<file path="src/rtl/coin_vend_pkg.sv">
package coin_vend_pkg;

    localparam int LEVEL_COUNT = 4;
    localparam int LEVEL_W     = $clog2(LEVEL_COUNT);

    typedef enum logic [LEVEL_W-1:0] {
        CR_ZERO = 2'b00,
        CR_FIVE = 2'b01,
        CR_TEN  = 2'b10,
        CR_PAID = 2'b11
    } credit_t;

    typedef enum logic [1:0] {
        COIN_NONE,
        COIN_SMALL,
        COIN_LARGE,
        COIN_CLASH
    } coin_t;

    typedef struct packed {
        credit_t credit;
    } vend_state_t;

endpackage

</file>
<file path="src/rtl/coin_classify.sv">
module coin_classify
    import coin_vend_pkg::*;
(
    input  logic  small_i,
    input  logic  large_i,
    output coin_t coin_o
);
    always_comb begin
        unique case ({large_i, small_i})
            2'b01:   coin_o = COIN_SMALL;
            2'b10:   coin_o = COIN_LARGE;
            2'b11:   coin_o = COIN_CLASH;
            default: coin_o = COIN_NONE;
        endcase
    end
endmodule

</file>
<file path="src/rtl/credit_step.sv">
module credit_step
    import coin_vend_pkg::*;
(
    input  credit_t cur_i,
    input  coin_t   coin_i,
    output credit_t nxt_o
);
    always_comb begin
        nxt_o = cur_i;
        if (coin_i != COIN_CLASH) begin
            unique case (cur_i)
                CR_ZERO: begin
                    if (coin_i == COIN_SMALL)      nxt_o = CR_FIVE;
                    else if (coin_i == COIN_LARGE) nxt_o = CR_TEN;
                end
                CR_FIVE: begin
                    if (coin_i == COIN_SMALL)      nxt_o = CR_TEN;
                    else if (coin_i == COIN_LARGE) nxt_o = CR_PAID;
                end
                CR_TEN: begin
                    if (coin_i != COIN_NONE)       nxt_o = CR_PAID;
                end
                default: begin
                    // a purchase just completed: new coin opens the next one
                    if (coin_i == COIN_SMALL)      nxt_o = CR_FIVE;
                    else if (coin_i == COIN_LARGE) nxt_o = CR_TEN;
                    else                           nxt_o = CR_ZERO;
                end
            endcase
        end
    end
endmodule

</file>
<file path="src/rtl/coin_vend_ctrl.sv">
module coin_vend_ctrl
    import coin_vend_pkg::*;
(
    input  logic clk,
    input  logic rst,
    input  logic nickel_i,
    input  logic dime_i,
    output logic release_o
);
    coin_t       coin;
    credit_t     credit_nxt;
    vend_state_t state_d;
    vend_state_t state_q;

    coin_classify u_classify (
        .small_i (nickel_i),
        .large_i (dime_i),
        .coin_o  (coin)
    );

    credit_step u_step (
        .cur_i  (state_q.credit),
        .coin_i (coin),
        .nxt_o  (credit_nxt)
    );

    always_comb begin
        state_d = state_q;
        state_d.credit = rst ? CR_ZERO : credit_nxt;
    end

    always_ff @(posedge clk) begin
        state_q <= state_d;
    end

    assign release_o = (state_q.credit == CR_PAID);

    p_idle_hold_r2: assert property (@(posedge clk) disable iff (rst)
        (!nickel_i && !dime_i && state_q.credit != CR_PAID) |=> $stable(state_q.credit));

    p_zero_small_r3: assert property (@(posedge clk) disable iff (rst)
        (state_q.credit == CR_ZERO && nickel_i && !dime_i) |=> state_q.credit == CR_FIVE);

    p_five_large_r4: assert property (@(posedge clk) disable iff (rst)
        (state_q.credit == CR_FIVE && dime_i && !nickel_i) |=> release_o);

    p_ten_any_r5: assert property (@(posedge clk) disable iff (rst)
        (state_q.credit == CR_TEN && (nickel_i ^ dime_i)) |=> release_o);

    p_single_release_r7: assert property (@(posedge clk) disable iff (rst)
        (release_o && !(nickel_i && dime_i)) |=> !release_o);

    p_clash_hold_r8: assert property (@(posedge clk) disable iff (rst)
        (nickel_i && dime_i) |=> $stable(state_q.credit));

endmodule

</file>
<file path="config.mk">
export PLATFORM = sky130hd
export DESIGN_NAME = coin_vend_ctrl
export DESIGN_NICKNAME = d
export VERILOG_FILES = /design/src/rtl/coin_vend_pkg.sv /design/src/rtl/coin_classify.sv /design/src/rtl/credit_step.sv /design/src/rtl/coin_vend_ctrl.sv
export SDC_FILE = /design/constraint.sdc
export NUM_CORES = 1
export LEC_CHECK = 0
export ABC_AREA = 1
export CAP_MARGIN = 20
export CORE_AREA = 10 10 47 49
export CTS_CLUSTER_DIAMETER = 150
export CTS_CLUSTER_SIZE = 24
export DETAILED_ROUTE_END_ITERATION = 10
export DIE_AREA = 0 0 57 59
export GPL_TIMING_DRIVEN = 0
export PLACE_DENSITY = 0.4
export SKIP_LAST_GASP = 1
export SYNTH_ARGS = -nofsm -noshare
export SYNTH_HDL_FRONTEND = slang
export SYNTH_HIERARCHICAL = 1
export SYNTH_SLANG_ARGS = --single-unit
</file>
<file path="constraint.sdc">
create_clock -name clk -period 2.1 [get_ports clk]
set_input_delay 0.21 -clock clk [delete_from_list [all_inputs] [get_ports clk]]
set_output_delay 0.21 -clock clk [all_outputs]
set_load 0.01 [all_outputs]
</file>
==> Implementation_results.wiki, run 1 <==
{| class="wikitable"
! Metric !! Value
|-
| Run status || finished, final reports clean
|-
| Setup repair after global routing missed its margin || false
|-
| Layout Skew || 0.003322 ns
|-
| Max-slew violation count || 0
|-
| Insertion delay of the later-clocked pin in the worst-skew pair || 0.22 ns
|-
| Post-CTS resize count || 0
|-
| Number of standard-cell rows in the floorplan || 14
|-
| Clk slew on worst S/H paths || 0.03 ns
|-
| Die Span X || 57 um
|-
| Worst-case reg-to-reg path depth || 7
|-
| IO Pins || 5
|-
| Post-synthesis mux area share || 0
|-
| Worst slew margin relative to its limit || 0.8838
|-
| Pin count of the biggest net entering global routing || 6
|-
| Via count of the first global-routing pass || 187
|-
| Portion of the clock cycle consumed by the worst path in the final layout || 0.6995
|-
| Root Buffer Master || sky130_fd_sc_hd__clkbuf_4
|-
| Cell leakage power || 0.1140 nW
|-
| Pre-CTS setup slack || 0.8439 ns
|-
| Count of clock tree sinks || 2
|-
| Initial DRC Count || 2
|-
| Number of nets with antenna violations after routing || 0
|-
| Cell area reported after detailed placement || 188.9 um^2
|-
| Sequential cell area fraction in the yosys report || 0.2689
|-
| TritonCTS clock tree || built
|-
| Min setup slack post-route || 0.6310 ns
|-
| Post-CTS Setup Bufs || 0
|-
| Layout area overhead || 42.02%
|-
| Max capacitance violation total || 0
|-
| Antenna Cells || 0
|-
| FF-to-FF End || state_q[1]$_SDFF_PP0_
|-
| Hold Crit Class || in -> reg
|-
| Quantity of I/O buffers inserted on ports || 2
|-
| Worst-case register-to-register setup slack || 1.23 ns
|-
| Die ar. || 3363 um^2
|-
| Fill cell instance count of the final layout || 180
|-
| Area fraction in and, or, nand and nor cells after synthesis || 0.4706
|-
| Total routed wirelength || 337 um
|-
| Total of hold buffers inserted after clock tree synthesis || 0
|-
| Seq cells post-synth || 2
|-
| Netlist Area Pre-Place || 148.9 um^2
|-
| Power per unit of standard cell area || 728.3 nW/um^2
|-
| Largest area contributor in the netlist || sky130_fd_sc_hd__dfxtp_1
|-
| GRT Overall Usage || 0.02453
|-
| Area of all placed cells without fillers || 211.5 um^2
|-
| Share of the synthesized area in the top cell type || 0.2689
|-
| Routed wire per std cell || 6.740 um
|-
| Flip-flop count of the largest register after layout || 2
|-
| Fraction of the mapped netlist area in compound gates || 0.03361
|-
| Worst path required time || 1.89 ns
|-
| Crit path arrival time || 1.26 ns
|-
| Top fanout value on the critical path || 5
|-
| Syn avg cell area || 5.134 um^2
|-
| Worst setup SP type || flop
|-
| Antenna violations before repair || 0
|-
| Final hold slack || 0.3959 ns
|-
| Worst Setup End Kind || primary output
|-
| Routability cong. || 0.6092
|-
| Number of search-and-repair iterations in the first detailed-routing pass || 3
|-
| Layout cell share with drive strength beyond 1 || 0.1765
|-
| Fin crit period || 1.469 ns
|-
| Total congestion overflow || 0
|-
| Htree depth || 1
|-
| Initial cell density of the core || 0.1063
|-
| Wire length of the first global-routing pass || 627 um
|-
| Instance count after placement with tap cells included || 47
|-
| Setup crit end || release_o
|-
| Class of the most critical setup path || reg -> out
|-
| DRC || 0
|-
| Number of nets in the final layout || 40
|-
| Count of cell types in the netlist || 10
|-
| Setup TNS || 0 ns
|-
| Adder-cell area share of the yosys netlist || 0
|-
| Max Root-Sink Buffers || 2
|-
| Via total after detailed routing || 150
|-
| Instance count of the mapped netlist || 29
|-
| Synth Area in XOR/XNOR || 0
|-
| Clock buffers created by TritonCTS || 3
|-
| Worst-case vdd ir drop || 0.2737 mV
|-
| Vertical die dimension || 59 um
|-
| Post-DR vias/cell || 3.000
|-
| Most frequent cells in the layout || sky130_fd_sc_hd__nand2_1, sky130_fd_sc_hd__nor2_1, sky130_fd_sc_hd__inv_1
|-
| Post-route non-filler standard cell count || 50
|-
| Launching point of the worst reg2reg path || state_q[0]$_SDFF_PP0_
|-
| Number of synthesis warnings || 6
|-
| Net count after synthesis || 33
|-
| Final hold violation count || 0
|-
| Dominant cells by area after synthesis || sky130_fd_sc_hd__dfxtp_1, sky130_fd_sc_hd__nand2_1, sky130_fd_sc_hd__nor2_1, sky130_fd_sc_hd__inv_1, sky130_fd_sc_hd__clkbuf_1
|-
| Largest registers || state_q (2)
|-
| CP startpoint || state_q[1]$_SDFF_PP0_
|-
| Core box area || 1401 um^2
|-
| Peak clock frequency supported by timing || 0.6807 GHz
|-
| Biggest register || state_q
|-
| Main combinational cell family by area after synthesis || simple AND/OR/NAND/NOR gates
|-
| Tightest Pin Transition || 0.1740 ns
|-
| Total of endpoints with negative setup slack in the final report || 0
|}
metal layers:
layer  global-route usage  wire, um  vias up
met5                    0         0        -
met1              0.02113       179       56
met3              0.03219        19        0
met4                    0         0        0
met2              0.03721       139        3
li1                     -         -       91
cells in the mapped netlist, drive strengths merged:
library cell	count
nand3	1
clkbuf	2
inv	7
nand2	8
nor2	8
a21oi	1
dfxtp	2
worst min path at each step:
stage                          startpoint  depth (start not counted)  slack, ns               endpoint
global placement    state_q[1]$_SDFF_PP0_                          4       0.63  state_q[1]$_SDFF_PP0_
finish                           nickel_i                          6       0.40  state_q[0]$_SDFF_PP0_
floorplan                             rst                          1       0.28  state_q[1]$_SDFF_PP0_
global route                     nickel_i                          6       0.44  state_q[0]$_SDFF_PP0_
CTS                              nickel_i                          6       0.41  state_q[0]$_SDFF_PP0_
detailed placement  state_q[1]$_SDFF_PP0_                          4       0.63  state_q[1]$_SDFF_PP0_
through the flow:
| stage | total power [mW] | utilization |
|---|---|---|
| 2_1_floorplan | 0.06393 | - |
| 3_3_place_gp | 0.07107 | 0.1348 |
| 3_5_place_dp | 0.07116 | 0.1348 |
| 4_1_cts | 0.1590 | 0.1509 |
| 5_1_grt | 0.1689 | 0.1509 |
| 6_report | 0.1540 | 0.1509 |
kinds of logic (layout without fill, tap and decap cells):
logic type | Yosys count | in the layout
and+or+nand+nor | 17 | 17
DFF | 2 | 2
AOI/OAI and AO/OA | 1 | 1
buffers and inverters | 9 | 14
report_power, final:
group / switching (mW) / internal (mW)
registers: 0.00366 / 0.0416
logic: 0.0139 / 0.0110
clock network: 0.0208 / 0.0630
total: 0.0384 / 0.116
critical path, cell delays in order (launching register included):
cell and delay (ns):
sky130_fd_sc_hd__dfxtp_1 0.39, sky130_fd_sc_hd__nand2_1 0.07, sky130_fd_sc_hd__inv_1 0.05, sky130_fd_sc_hd__clkdlybuf4s50_1 0.52
cell type report:
cell class	count	area (um^2)	share of cell area
clock buffers	3	22.52	0.1065
flip-flops and latches	2	40.04	0.1893
well taps	16	20.02	0.09467
plain buffers	2	7.507	0.03550
repair buffers	2	20.02	0.09467
multi-input cells	18	75.07	0.3550
inverters	7	26.28	0.1243
Note: power is estimated with default switching activity, not from simulation.
==> inputs of run 2 (changes only) <==
clock period = 1.55 ns   (was 2.1 ns; I/O delays follow)
==> results of run 2 <==
Same layout as run 1 (identical final DEF). Status: finished, final reports clean.
Among the figures that moved: setup slack after placement 0.8439 ns -> 0.3489 ns; setup slack after layout 0.6310 ns -> 0.1360 ns; hold slack 0.3959 ns -> 0.3409 ns; register-to-register setup slack 1.23 ns -> 0.68 ns; total power 0.1540 mW -> 0.2086 mW; worst IR drop on VDD 0.2737 mV -> 0.3708 mV
==> inputs of run 3 (changes only) <==
CELL_PAD_IN_SITES_DETAIL_PLACEMENT = 2   (was not set)
CELL_PAD_IN_SITES_GLOBAL_PLACEMENT = 2   (was not set)
PLACE_DENSITY = 0.59   (was 0.4)
==> Implementation_results.wiki, run 3 (synthesized netlist as in run 1, its figures left out) <==
{| class="wikitable"
! Metric !! Value
|-
| Setup crit end || release_o
|-
| Via total after detailed routing || 174 (+16%)
|-
| GRT Overall Usage || 0.02411 (-0.0004199)
|-
| Layout cell share with drive strength beyond 1 || 0.1765 (unchanged)
|-
| Count of clock tree sinks || 2 (unchanged)
|-
| Vertical die dimension || 59 um (unchanged)
|-
| Flip-flop count of the largest register after layout || 2 (unchanged)
|-
| Total of hold buffers inserted after clock tree synthesis || 0 (unchanged)
|-
| Most frequent cells in the layout || sky130_fd_sc_hd__nand2_1, sky130_fd_sc_hd__nor2_1, sky130_fd_sc_hd__inv_1
|-
| Final core utilization || 0.1509 (unchanged)
|-
| Core box area || 1401 um^2 (unchanged)
|-
| Number of search-and-repair iterations in the first detailed-routing pass || 2 (-1)
|-
| Wire length of the first global-routing pass || 648 um (+3.3%)
|-
| Antenna Cells || 0 (unchanged)
|-
| Routed wire per std cell || 7.340 um (+8.9%)
|-
| Tightest Pin Transition || 0.1761 ns (+0.002074 ns)
|-
| Max Root-Sink Buffers || 2 (unchanged)
|-
| Number of nets in the final layout || 40 (unchanged)
|-
| Class of the most critical setup path || reg -> out
|-
| Setup repair after global routing missed its margin || false
|-
| Quantity of I/O buffers inserted on ports || 2 (unchanged)
|-
| Post-CTS Setup Bufs || 0 (unchanged)
|-
| Worst setup SP type || flop
|-
| Worst path required time || 1.39 ns
|-
| Worst Setup End Kind || primary output
|-
| Largest registers || state_q (2)
|-
| Peak clock frequency supported by timing || 0.7067 GHz
|-
| Max capacitance violation total || 0 (unchanged)
|-
| Portion of the clock cycle consumed by the worst path in the final layout || 0.9129
|-
| IO Pins || 5 (unchanged)
|-
| Post-CTS resize count || 0 (unchanged)
|-
| Initial cell density of the core || 0.1063 (unchanged)
|-
| Total chip power || 206.8 uW
|-
| Setup TNS || 0 ns (unchanged)
|-
| Layout Skew || 0.0008915 ns (-0.002430 ns)
|-
| Final hold violation count || 0 (unchanged)
|-
| DRC || 0 (unchanged)
|-
| Die ar. || 3363 um^2 (unchanged)
|-
| Hold Crit Class || in -> reg
|-
| Antenna violations before repair || 0 (unchanged)
|-
| Worst slew margin relative to its limit || 0.8825 (-0.001385)
|-
| Final HPWL DP || 324.7 um
|-
| Clk slew on worst S/H paths || 0.03 ns (about the same)
|-
| Total congestion overflow || 0 (unchanged)
|-
| Worst-case register-to-register setup slack || 0.66 ns
|-
| Worst-case reg-to-reg path depth || 7 (unchanged)
|-
| Post-DR vias/cell || 3.480 (+16%)
|-
| FF-to-FF End || state_q[0]$_SDFF_PP0_
|-
| Crit path arrival time || 1.26 ns (about the same)
|-
| Clock buffers created by TritonCTS || 3 (unchanged)
|-
| Fin crit period || 1.415 ns
|-
| Root Buffer Master || sky130_fd_sc_hd__clkbuf_4
|-
| Pin count of the biggest net entering global routing || 6 (unchanged)
|-
| Top fanout value on the critical path || 5 (unchanged)
|-
| Die Span X || 57 um (unchanged)
|-
| Via count of the first global-routing pass || 191 (+2.1%)
|-
| Layout area overhead || 42.02% (unchanged)
|-
| CP startpoint || state_q[1]$_SDFF_PP0_
|-
| Run status || finished, final reports clean
|-
| Worst-case vdd ir drop || 0.2861 mV
|-
| Initial DRC Count || 4 (+2)
|-
| Total routed wirelength || 367 um (+8.9%)
|-
| Routability cong. || 0.6453 (+5.9%)
|-
| Launching point of the worst reg2reg path || state_q[1]$_SDFF_PP0_
|-
| Biggest register || state_q
|-
| TritonCTS clock tree || built
|-
| Power per unit of standard cell area || 978.0 nW/um^2
|-
| Number of standard-cell rows in the floorplan || 14 (unchanged)
|-
| Cell leakage power || 0.1140 nW (unchanged)
|-
| Final hold slack || 0.3483 ns
|-
| Max-slew violation count || 0 (unchanged)
|-
| Htree depth || 1 (unchanged)
|-
| Number of nets with antenna violations after routing || 0 (unchanged)
|-
| Insertion delay of the later-clocked pin in the worst-skew pair || 0.22 ns (about the same)
|-
| Total of endpoints with negative setup slack in the final report || 0 (unchanged)
|}
run 3: final cells by class:
class	instances	area, um^2
buffer	2	7.507
clock buffer	3	22.52
fill	192	1190
inverter	7	26.28
multi-input combinational	18	75.07
sequential	2	40.04
tap	16	20.02
timing repair buffer	2	20.02
run 3: worst min-delay path by stage:
stage | start | endpoint | slack (ns) | depth (start not counted)
after detailed placement | nickel_i | state_q[0]$_SDFF_PP0_ | 0.59 | 6
after global routing | nickel_i | state_q[0]$_SDFF_PP0_ | 0.43 | 6
after floorplan | rst | state_q[1]$_SDFF_PP0_ | 0.23 | 1
after CTS | nickel_i | state_q[0]$_SDFF_PP0_ | 0.37 | 6
after global placement | nickel_i | state_q[0]$_SDFF_PP0_ | 0.57 | 6
final | nickel_i | state_q[0]$_SDFF_PP0_ | 0.35 | 6
run 3: stage by stage:
step                cell area, um^2  cells  setup WS, ns
floorplan                     148.9     29        0.7578
global placement              188.9     47        0.3393
detailed placement            188.9     47        0.3461
CTS                           211.5     50        0.1096
global route                  211.5     50       0.04859
finish                        211.5     50        0.1350
run 3: layer usage:
metal | vias to the layer above | part of all wire | global-route usage
met2 | 1 | 0.61 | 0.04341
li1 | 91 | - | -
met1 | 82 | 0.38 | 0.01880
met3 | 0 | 0 | 0.006438
met4 | 0 | 0 | 0.03020
met5 | - | 0 | 0
run 3: where the power goes:
part	switching (mW)	internal [mW]
combinational	0.0197	0.0149
sequential	0.00483	0.0565
clock	0.0258	0.0851
run 3: critical path, stage by stage (launching register included):
cell and delay (ns):
sky130_fd_sc_hd__dfxtp_1 0.39, sky130_fd_sc_hd__nand2_1 0.07, sky130_fd_sc_hd__inv_1 0.05, sky130_fd_sc_hd__clkdlybuf4s50_1 0.52
